===== config.mk =====
export PLATFORM = sky130hd
export DESIGN_NAME = puf_fuse_prog
export DESIGN_NICKNAME = d
export VERILOG_FILES = /design/src/rtl/fuse_prog_pkg.sv /design/src/rtl/fuse_prog_seq.sv /design/src/rtl/fuse_prog_posdec.sv /design/src/rtl/fuse_prog_cells.sv /design/src/rtl/puf_fuse_prog.sv
export SDC_FILE = /design/constraint.sdc
export NUM_CORES = 1
export LEC_CHECK = 0
export BUFFER_PORTS_ARGS = -buffer_cell sky130_fd_sc_hd__clkbuf_2
export CORE_ASPECT_RATIO = 0.7
export CORE_UTILIZATION = 50
export DETAILED_ROUTE_END_ITERATION = 10
export PLACE_DENSITY = 0.86
export SETUP_SLACK_MARGIN = 0.1
export SLEW_MARGIN = 10
export SYNTH_ARGS = -nofsm -noshare
export SYNTH_HDL_FRONTEND = slang
export SYNTH_SLANG_ARGS = --single-unit
export TNS_END_PERCENT = 30

===== constraint.sdc =====
create_clock -name clk -period 4.2 [get_ports clk]
set_input_delay 0.42 -clock clk [delete_from_list [all_inputs] [get_ports clk]]
set_output_delay 0.42 -clock clk [all_outputs]
set_load 0.01 [all_outputs]

===== src/rtl/fuse_prog_pkg.sv =====
package fuse_prog_pkg;

    typedef enum logic [2:0] {
        ST_IDLE   = 3'd0,
        ST_CHAL   = 3'd1,
        ST_SETTLE = 3'd2,
        ST_WRITE  = 3'd3,
        ST_DONE   = 3'd4
    } prog_state_e;

endpackage


===== src/rtl/fuse_prog_seq.sv =====
module fuse_prog_seq
    import fuse_prog_pkg::*;
#(
    parameter int GROUP_SIZE    = 8,
    parameter int SETTLE_CYCLES = 4,
    parameter int POS_W         = 3,
    parameter int CNT_W         = 3
) (
    input  logic             clk,
    input  logic             rst_n,
    input  logic             start_i,
    output logic             chal_pulse_o,
    output logic [POS_W-1:0] pos_o,
    output logic             wr_en_o,
    output logic             done_o
);

    typedef struct packed {
        prog_state_e      st;
        logic [POS_W-1:0] pos;
        logic [CNT_W-1:0] cnt;
    } seq_t;

    seq_t seq_d, seq_q;

    always_comb begin
        seq_d = seq_q;
        unique case (seq_q.st)
            ST_IDLE: begin
                if (start_i) begin
                    seq_d.st  = ST_CHAL;
                    seq_d.pos = '0;
                end
            end
            ST_CHAL: begin
                seq_d.st  = ST_SETTLE;
                seq_d.cnt = '0;
            end
            ST_SETTLE: begin
                if (seq_q.cnt == CNT_W'(SETTLE_CYCLES - 1)) begin
                    seq_d.st = ST_WRITE;
                end else begin
                    seq_d.cnt = seq_q.cnt + CNT_W'(1);
                end
            end
            ST_WRITE: begin
                if (seq_q.pos == POS_W'(GROUP_SIZE - 1)) begin
                    seq_d.st = ST_DONE;
                end else begin
                    seq_d.st  = ST_CHAL;
                    seq_d.pos = seq_q.pos + POS_W'(1);
                end
            end
            ST_DONE: begin
                seq_d.st = ST_DONE;
            end
            default: begin
                seq_d.st = ST_IDLE;
            end
        endcase
    end

    always_ff @(posedge clk or negedge rst_n) begin
        if (!rst_n) begin
            seq_q <= '{st: ST_IDLE, pos: '0, cnt: '0};
        end else begin
            seq_q <= seq_d;
        end
    end

    assign chal_pulse_o = (seq_q.st == ST_CHAL);
    assign pos_o        = seq_q.pos;
    assign wr_en_o      = (seq_q.st == ST_WRITE);
    assign done_o       = (seq_q.st == ST_DONE);

endmodule


===== src/rtl/fuse_prog_posdec.sv =====
module fuse_prog_posdec #(
    parameter int GROUP_SIZE = 8,
    parameter int POS_W      = 3
) (
    input  logic                  wr_en_i,
    input  logic [POS_W-1:0]      pos_i,
    output logic [GROUP_SIZE-1:0] pos_en_o
);

    for (genvar p = 0; p < GROUP_SIZE; p++) begin : g_pos
        assign pos_en_o[p] = wr_en_i && (pos_i == POS_W'(p));
    end

endmodule


===== src/rtl/fuse_prog_cells.sv =====
module fuse_prog_cells #(
    parameter int GROUPS     = 8,
    parameter int GROUP_SIZE = 8,
    parameter int CELLS      = 64
) (
    input  logic                  clk,
    input  logic                  rst_n,
    input  logic                  lock_i,
    input  logic [GROUP_SIZE-1:0] pos_en_i,
    input  logic [GROUPS-1:0]     resp_i,
    output logic [CELLS-1:0]      cfg_o
);

    typedef struct packed {
        logic [CELLS-1:0] cfg;
    } cell_t;

    cell_t cell_d, cell_q;

    always_comb begin
        cell_d = cell_q;
        for (int g = 0; g < GROUPS; g++) begin
            for (int p = 0; p < GROUP_SIZE; p++) begin
                if (pos_en_i[p] && !lock_i) begin
                    cell_d.cfg[g*GROUP_SIZE + p] = resp_i[g];
                end
            end
        end
    end

    always_ff @(posedge clk or negedge rst_n) begin
        if (!rst_n) begin
            cell_q <= '0;
        end else begin
            cell_q <= cell_d;
        end
    end

    assign cfg_o = cell_q.cfg;

endmodule


===== src/rtl/puf_fuse_prog.sv =====
module puf_fuse_prog #(
    parameter int GROUPS        = 8,
    parameter int GROUP_SIZE    = 8,
    parameter int SETTLE_CYCLES = 4,
    parameter int SEL_W         = $clog2(GROUP_SIZE)
) (
    input  logic                         clk,
    input  logic                         rst_n,
    input  logic                         start_i,
    input  logic [GROUPS-1:0]            puf_resp_i,
    output logic [SEL_W-1:0]             chal_sel_o,
    output logic                         chal_pulse_o,
    output logic [GROUP_SIZE-1:0]        pos_en_o,
    output logic [GROUPS*GROUP_SIZE-1:0] cfg_o,
    output logic                         done_o
);

    localparam int CELLS = GROUPS * GROUP_SIZE;
    localparam int CNT_W = (SETTLE_CYCLES > 1) ? $clog2(SETTLE_CYCLES) : 1;

    logic             wr_en;
    logic [SEL_W-1:0] pos;

    fuse_prog_seq #(
        .GROUP_SIZE   (GROUP_SIZE),
        .SETTLE_CYCLES(SETTLE_CYCLES),
        .POS_W        (SEL_W),
        .CNT_W        (CNT_W)
    ) u_seq (
        .clk         (clk),
        .rst_n       (rst_n),
        .start_i     (start_i),
        .chal_pulse_o(chal_pulse_o),
        .pos_o       (pos),
        .wr_en_o     (wr_en),
        .done_o      (done_o)
    );

    fuse_prog_posdec #(
        .GROUP_SIZE(GROUP_SIZE),
        .POS_W     (SEL_W)
    ) u_dec (
        .wr_en_i (wr_en),
        .pos_i   (pos),
        .pos_en_o(pos_en_o)
    );

    fuse_prog_cells #(
        .GROUPS    (GROUPS),
        .GROUP_SIZE(GROUP_SIZE),
        .CELLS     (CELLS)
    ) u_cells (
        .clk     (clk),
        .rst_n   (rst_n),
        .lock_i  (done_o),
        .pos_en_i(pos_en_o),
        .resp_i  (puf_resp_i),
        .cfg_o   (cfg_o)
    );

    assign chal_sel_o = pos;

endmodule


==> reports/qor.yml, run 1 <==
status: "completed"
die_w_um: 94.4
power.leakage_uw: 0.00194
internal-power_uw: 1010
finalCritPeriodShare_pct: 60.0
die_h_um: 66.7
cp_data_required_time_ns: 3.78
antenna_left: 0
io_buffers: 87
path_max_fanout: 11
drt-initial-drc-count: 73
io_pins: 88
syn_inst: 194
grt_use_total_pct: 21.6
critPathSlowestCell: "or4b_1"
crit_arrival_ns: 2.10
postLayoutCellArea_um2: 3640
min_path_type: "input pin to asynchronous set/reset pin"
ctsHoldBuffers: 0
synth_cell_types: 29
syn-num-nets: 212
clock_path_buffers: 2
fin_skew_ns: 0.00543
grt_max_degree: 73
p_sw_uw: 295
dieArea_um2: 6300
crit_family: "simple AND/OR/NAND/NOR gates"
place_hpwl_um: 4380
hold_violations: 0
rsz0062_at_grt: "no"
cts_tree: "built"
setup_tns_ns: 0
slew_headroom_pct: 40.6
worst_slew_pin_slew_ns: 0.890
critical_path.endpoint_type: "primary output"
vdd_drop_max_mv: 0.206
critPathBufInv: 2
max_freq_ghz: 0.397
diodes: 0
period_needed_ns: 2.52
crit_path_start_kind: "register"
synth_seq_cells: 72
post-cts-setup-buffers: 0
final_util_pct: 63.3
drv_cap: 0
clockPowerShare_pct: 38.6
place_area_um2: 3460
firstDrtPassIters: 4
grt_antenna_before_repair: 0
areaGrowthSynthToFinish_pct: 21.8
seqPwrFrac_pct: 55.6
cts_inserted_buffers: 9
setup_violations: 0
yosysSeqAreaShare_pct: 60.3
viasPerCell: 5.16
start_util_pct: 52.0
routed_wl_um: 6200
cts_max_level: 3
wl_per_cell_um: 17.1
clk_pin_slew_ns: 0.07
mappedNetlistArea_um2: 2990
cts_sinks: 72
core_um2: 5760
gp_congestion: 0.739
power_frac_comb_pct: 5.8
powerDensity_nw_per_um2: 358
cts_resized: 0
synth_warnings: 0
cts-root-buf: "clkbuf_8"
drive_above_1_share_pct: 59.2
p_sw_share_pct: 22.6
grt_pass1_vias: 1895
grt_overflow: 0
vias: 1868
grt_pass1_wl_um: 9760
path_cells: "nand2_2 > or4b_1 > inv_1 > clkbuf_2"
slew_viol_final: 0
worstSetupPathType: "register to primary output"
final_net_count: 300
slowest_delay_ns: 0.80
drc_errors: 0
std_cell_rows: 23
clock_latency_ns: 0.33
avgSynthCellArea_um2: 15.4
[path summary, 6_finish.rpt]
path / from / endpoint / slack (ns) / depth (start not counted)
worst min-delay path: rst_n / u_cells.cfg_o[19] / 0.20 / 1
max in group asynchronous: rst_n / u_seq.pos_o[2] / 3.41 / 1
worst max register to register: u_seq.seq_q[5] / u_cells.cfg_o[60] / 2.18 / 3
worst min register to register: u_cells.cfg_o[19] / u_cells.cfg_o[19] / 0.51 / 1
worst max-delay path: u_seq.seq_q[5] / pos_en_o[4] / 1.68 / 4
min in group clk: puf_resp_i[1] / u_cells.cfg_o[12] / 0.43 / 2
[kinds of logic after synthesis]
group                    share of synthesized area, %
AND/OR/NAND/NOR                                  4.64
multiplexers                                     26.5
AO/OA/AOI/OAI                                    2.22
flip-flops                                       60.3
buffers and inverters                            3.18
XOR/XNOR                                        0.293
adder cells (fa/ha/maj)                          2.93
[per-layer routing]
metal / vias up / routed length [um] / global-route usage, %
li1: 856 / - / -
met1: 946 / 2860 / 27.7
met2: 59 / 2910 / 34.3
met3: 7 / 361 / 7.53
met4: 0 / 64 / 7.31
met5: - / 0 / 0
[power by group through the flow]
stage	Combinational [uW]	Clock, uW	Sequential, uW
final	76.2	503	724
after global routing	85.2	542	726
after global placement	76.3	0	737
after CTS	78.3	514	724
after floorplan	20.1	0	745
after detailed placement	78.3	0	738
[layout by cell type (no fill, tap or decap), types with 2 or more instances in the layout]
master,instances
dfrtp_1,72
clkbuf_8,12
a22o_1,3
nor3b_1,2
mux2_4,8
nand3_1,2
nor2_1,2
nand2_1,3
and3_1,2
clkbuf_1,2
clkbuf_2,86
a21o_1,2
inv_1,7
mux2_2,57
mux2i_1,3
ha_1,7
[layout make-up]
cell class	instances	area, um2
fill	444	2110
timing repair buffer	87	438
clock inverter	2	12.5
multi-input combinational	104	1090
inverter	8	30.0
clock buffer	14	173
tap	75	93.8
sequential	72	1800
[flip-flops by register name, indices dropped and copies added, names as in the netlist]
name           cells
u_cells.cfg_o     64
u_seq.seq_q        5
u_seq.pos_o        3
[stage by stage]
step / hold slack [ns] / std cells / total power (uW) / setup WS [ns]
floorplan: 0.124 / 194 / 765 / 2.43
global placement: 0.487 / 346 / 813 / 2.09
detailed placement: 0.492 / 346 / 816 / 2.05
CTS: 0.235 / 362 / 1320 / 1.67
global route: 0.263 / 362 / 1350 / 1.57
finish: 0.196 / 362 / 1300 / 1.68
[cell usage after synthesis (all sizes together)]
cell	n	area (um2)
nor4	1	6.26
or4b	2	20.0
nor3b	2	15.0
a21o	2	15.0
ha	7	87.6
nand3	2	10.0
nor2b	1	6.26
inv	8	30.0
o21bai	1	7.51
o31a	1	8.76
nand2b	1	6.26
xnor2	1	8.76
nor4b	1	23.8
nor2	2	7.51
buf	10	65.1
and3	2	12.5
a22o	3	26.3
mux2	65	762
dfrtp	72	1800
and3b	1	8.76
nor3	1	5.00
o22a	1	8.76
mux2i	3	30.0
nand2	4	17.5
(Power assumes the default switching activity.)
==> run 2, diff against run 1 <==
- clock period: 4.2 -> 2.35 ns (I/O delays scaled with it)
==> run 2 against run 1 <==
Net effect: sequential power increased by 78%; final area is 0.82% higher; highest routed layer unchanged; critical endpoint is now pos_en_o[7]; global-route usage grew 0.96 points; critical path type unchanged; register-to-register slack lost 1.7 ns; clock power increased by 78%; wire length up 2.3%; flip-flop and latch count unchanged; die area unchanged; critical path depth rose by 1.
==> reports/qor.yml, run 2 (synthesis results as in run 1) <==
slew_viol_final: 0
r2r_start: "u_seq.pos_o[0]"
worstSetupPathType: "register to primary output"
drt-initial-drc-count: 96
grt_overflow: 0
period_needed_ns: 2.16
maxUsedRoutingLayer: "met4"
cp_data_required_time_ns: 2.12
crit_path_start_kind: "register"
drt-met1-wl_um: 2930
path_max_fanout: 9
hold_violations: 0
gp_congestion: 0.700
clock_path_buffers: 2
min_path_type: "input pin to asynchronous set/reset pin"
antenna_left: 0
fin_skew_ns: 0.00778
cts_tree: "built"
mostFrequentLayoutCell: "clkbuf_2"
r2r_cells: 4
mostFrequentLayoutCells: "clkbuf_2 (86), dfrtp_1 (72), mux2_2 (57)"
die_h_um: 66.7
areaGrowthSynthToFinish_pct: 22.8
viasPerCell: 5.25
critical_path.endpoint_type: "primary output"
std_cell_rows: 23
grt_antenna_before_repair: 0
grt_pass1_wl_um: 10100
worst_slew_pin_slew_ns: 0.871
wl_per_cell_um: 17.4
cts-root-buf: "clkbuf_8"
dieArea_um2: 6300
vdd_drop_max_mv: 0.373
wl_met3_um: 364
grt_max_degree: 73
wl_met2_um: 2970
max_freq_ghz: 0.464
clk_pin_slew_ns: 0.07
clock_latency_ns: 0.34
core_um2: 5760
grt_pass1_vias: 1893
post-cts-setup-buffers: 0
start_util_pct: 52.0
power.total_uw: 2320
largest_register_ffs: 64
r2r-end: "u_cells.cfg_o[63]"
cts_resized: 1
finalCritPeriodShare_pct: 91.8
routed_wl_um: 6340
crit_arrival_ns: 1.92
rsz0062_at_grt: "yes"
firstDrtPassIters: 4
drive_above_1_share_pct: 61.6
setup_violations: 0
place_hpwl_um: 4440
drc_errors: 0
io_pins: 88
powerDensity_nw_per_um2: 633
final_net_count: 303
grt_use_total_pct: 22.6
vias: 1912
slew_headroom_pct: 41.9
status: "completed"
cts_sinks: 72
ctsHoldBuffers: 0
power.leakage_uw: 0.00196
drv_cap: 0
setup_tns_ns: 0
cts_inserted_buffers: 9
cts_max_level: 3
r2r_slack_ns: 0.46
die_w_um: 94.4
diodes: 0
io_buffers: 87
run 2: worst max-delay path: stages, from the launching register on:
cell and delay, ns:
dfrtp_1 0.45, ha_1 0.26, ha_1 0.25, nand2_1 0.42, inv_1 0.08, clkbuf_2 0.14
run 2: power by group:
| part | switching, uW | internal, uW |
|---|---|---|
| registers | 19.7 | 1270 |
| logic | 77.5 | 59.3 |
| clock network | 430 | 465 |
run 2: worst max path at each step:
stage                         startpoint           endpoint  slack (ns)  cells after the start
after global routing      u_seq.pos_o[0]        pos_en_o[4]        0.06                      5
after floorplan           u_seq.pos_o[0]  u_cells.cfg_o[12]        0.69                      5
after global placement    u_seq.seq_q[7]  u_cells.cfg_o[26]        0.37                      3
after CTS                 u_seq.seq_q[7]        pos_en_o[2]        0.01                      3
final                     u_seq.pos_o[0]        pos_en_o[7]        0.19                      5
after detailed placement  u_seq.pos_o[0]  u_cells.cfg_o[28]        0.33                      4
run 2: stage by stage:
| step | hold slack (ns) | cell area (um2) | std cells | util [%] | worst slack, ns |
|---|---|---|---|---|---|
| detailed placement | 0.415 | 3480 | 349 | 60.5 | 0.329 |
| global placement | 0.414 | 3480 | 349 | 60.5 | 0.367 |
| floorplan | -0.0606 | 2990 | 194 | - | 0.685 |
| CTS | 0.0472 | 3670 | 364 | 63.7 | 0.0148 |
| global route | 0.0885 | 3670 | 364 | 63.8 | 0.0635 |
| finish | 0.0263 | 3670 | 364 | 63.8 | 0.194 |
run 2: cell type report:
cell class	instances	area [um2]
fill	469	2080
sequential	72	1800
multi-input combinational	104	1100
timing repair buffer	90	460
clock buffer	13	169
tap	75	93.8
inverter	8	30.0
clock inverter	2	13.8
run 2: routing by layer:
metal	vias to the layer above	GRT usage, %
met2	63	34.9
met3	10	7.31
met1	976	29.9
li1	863	-
met4	0	8.27
met5	-	0
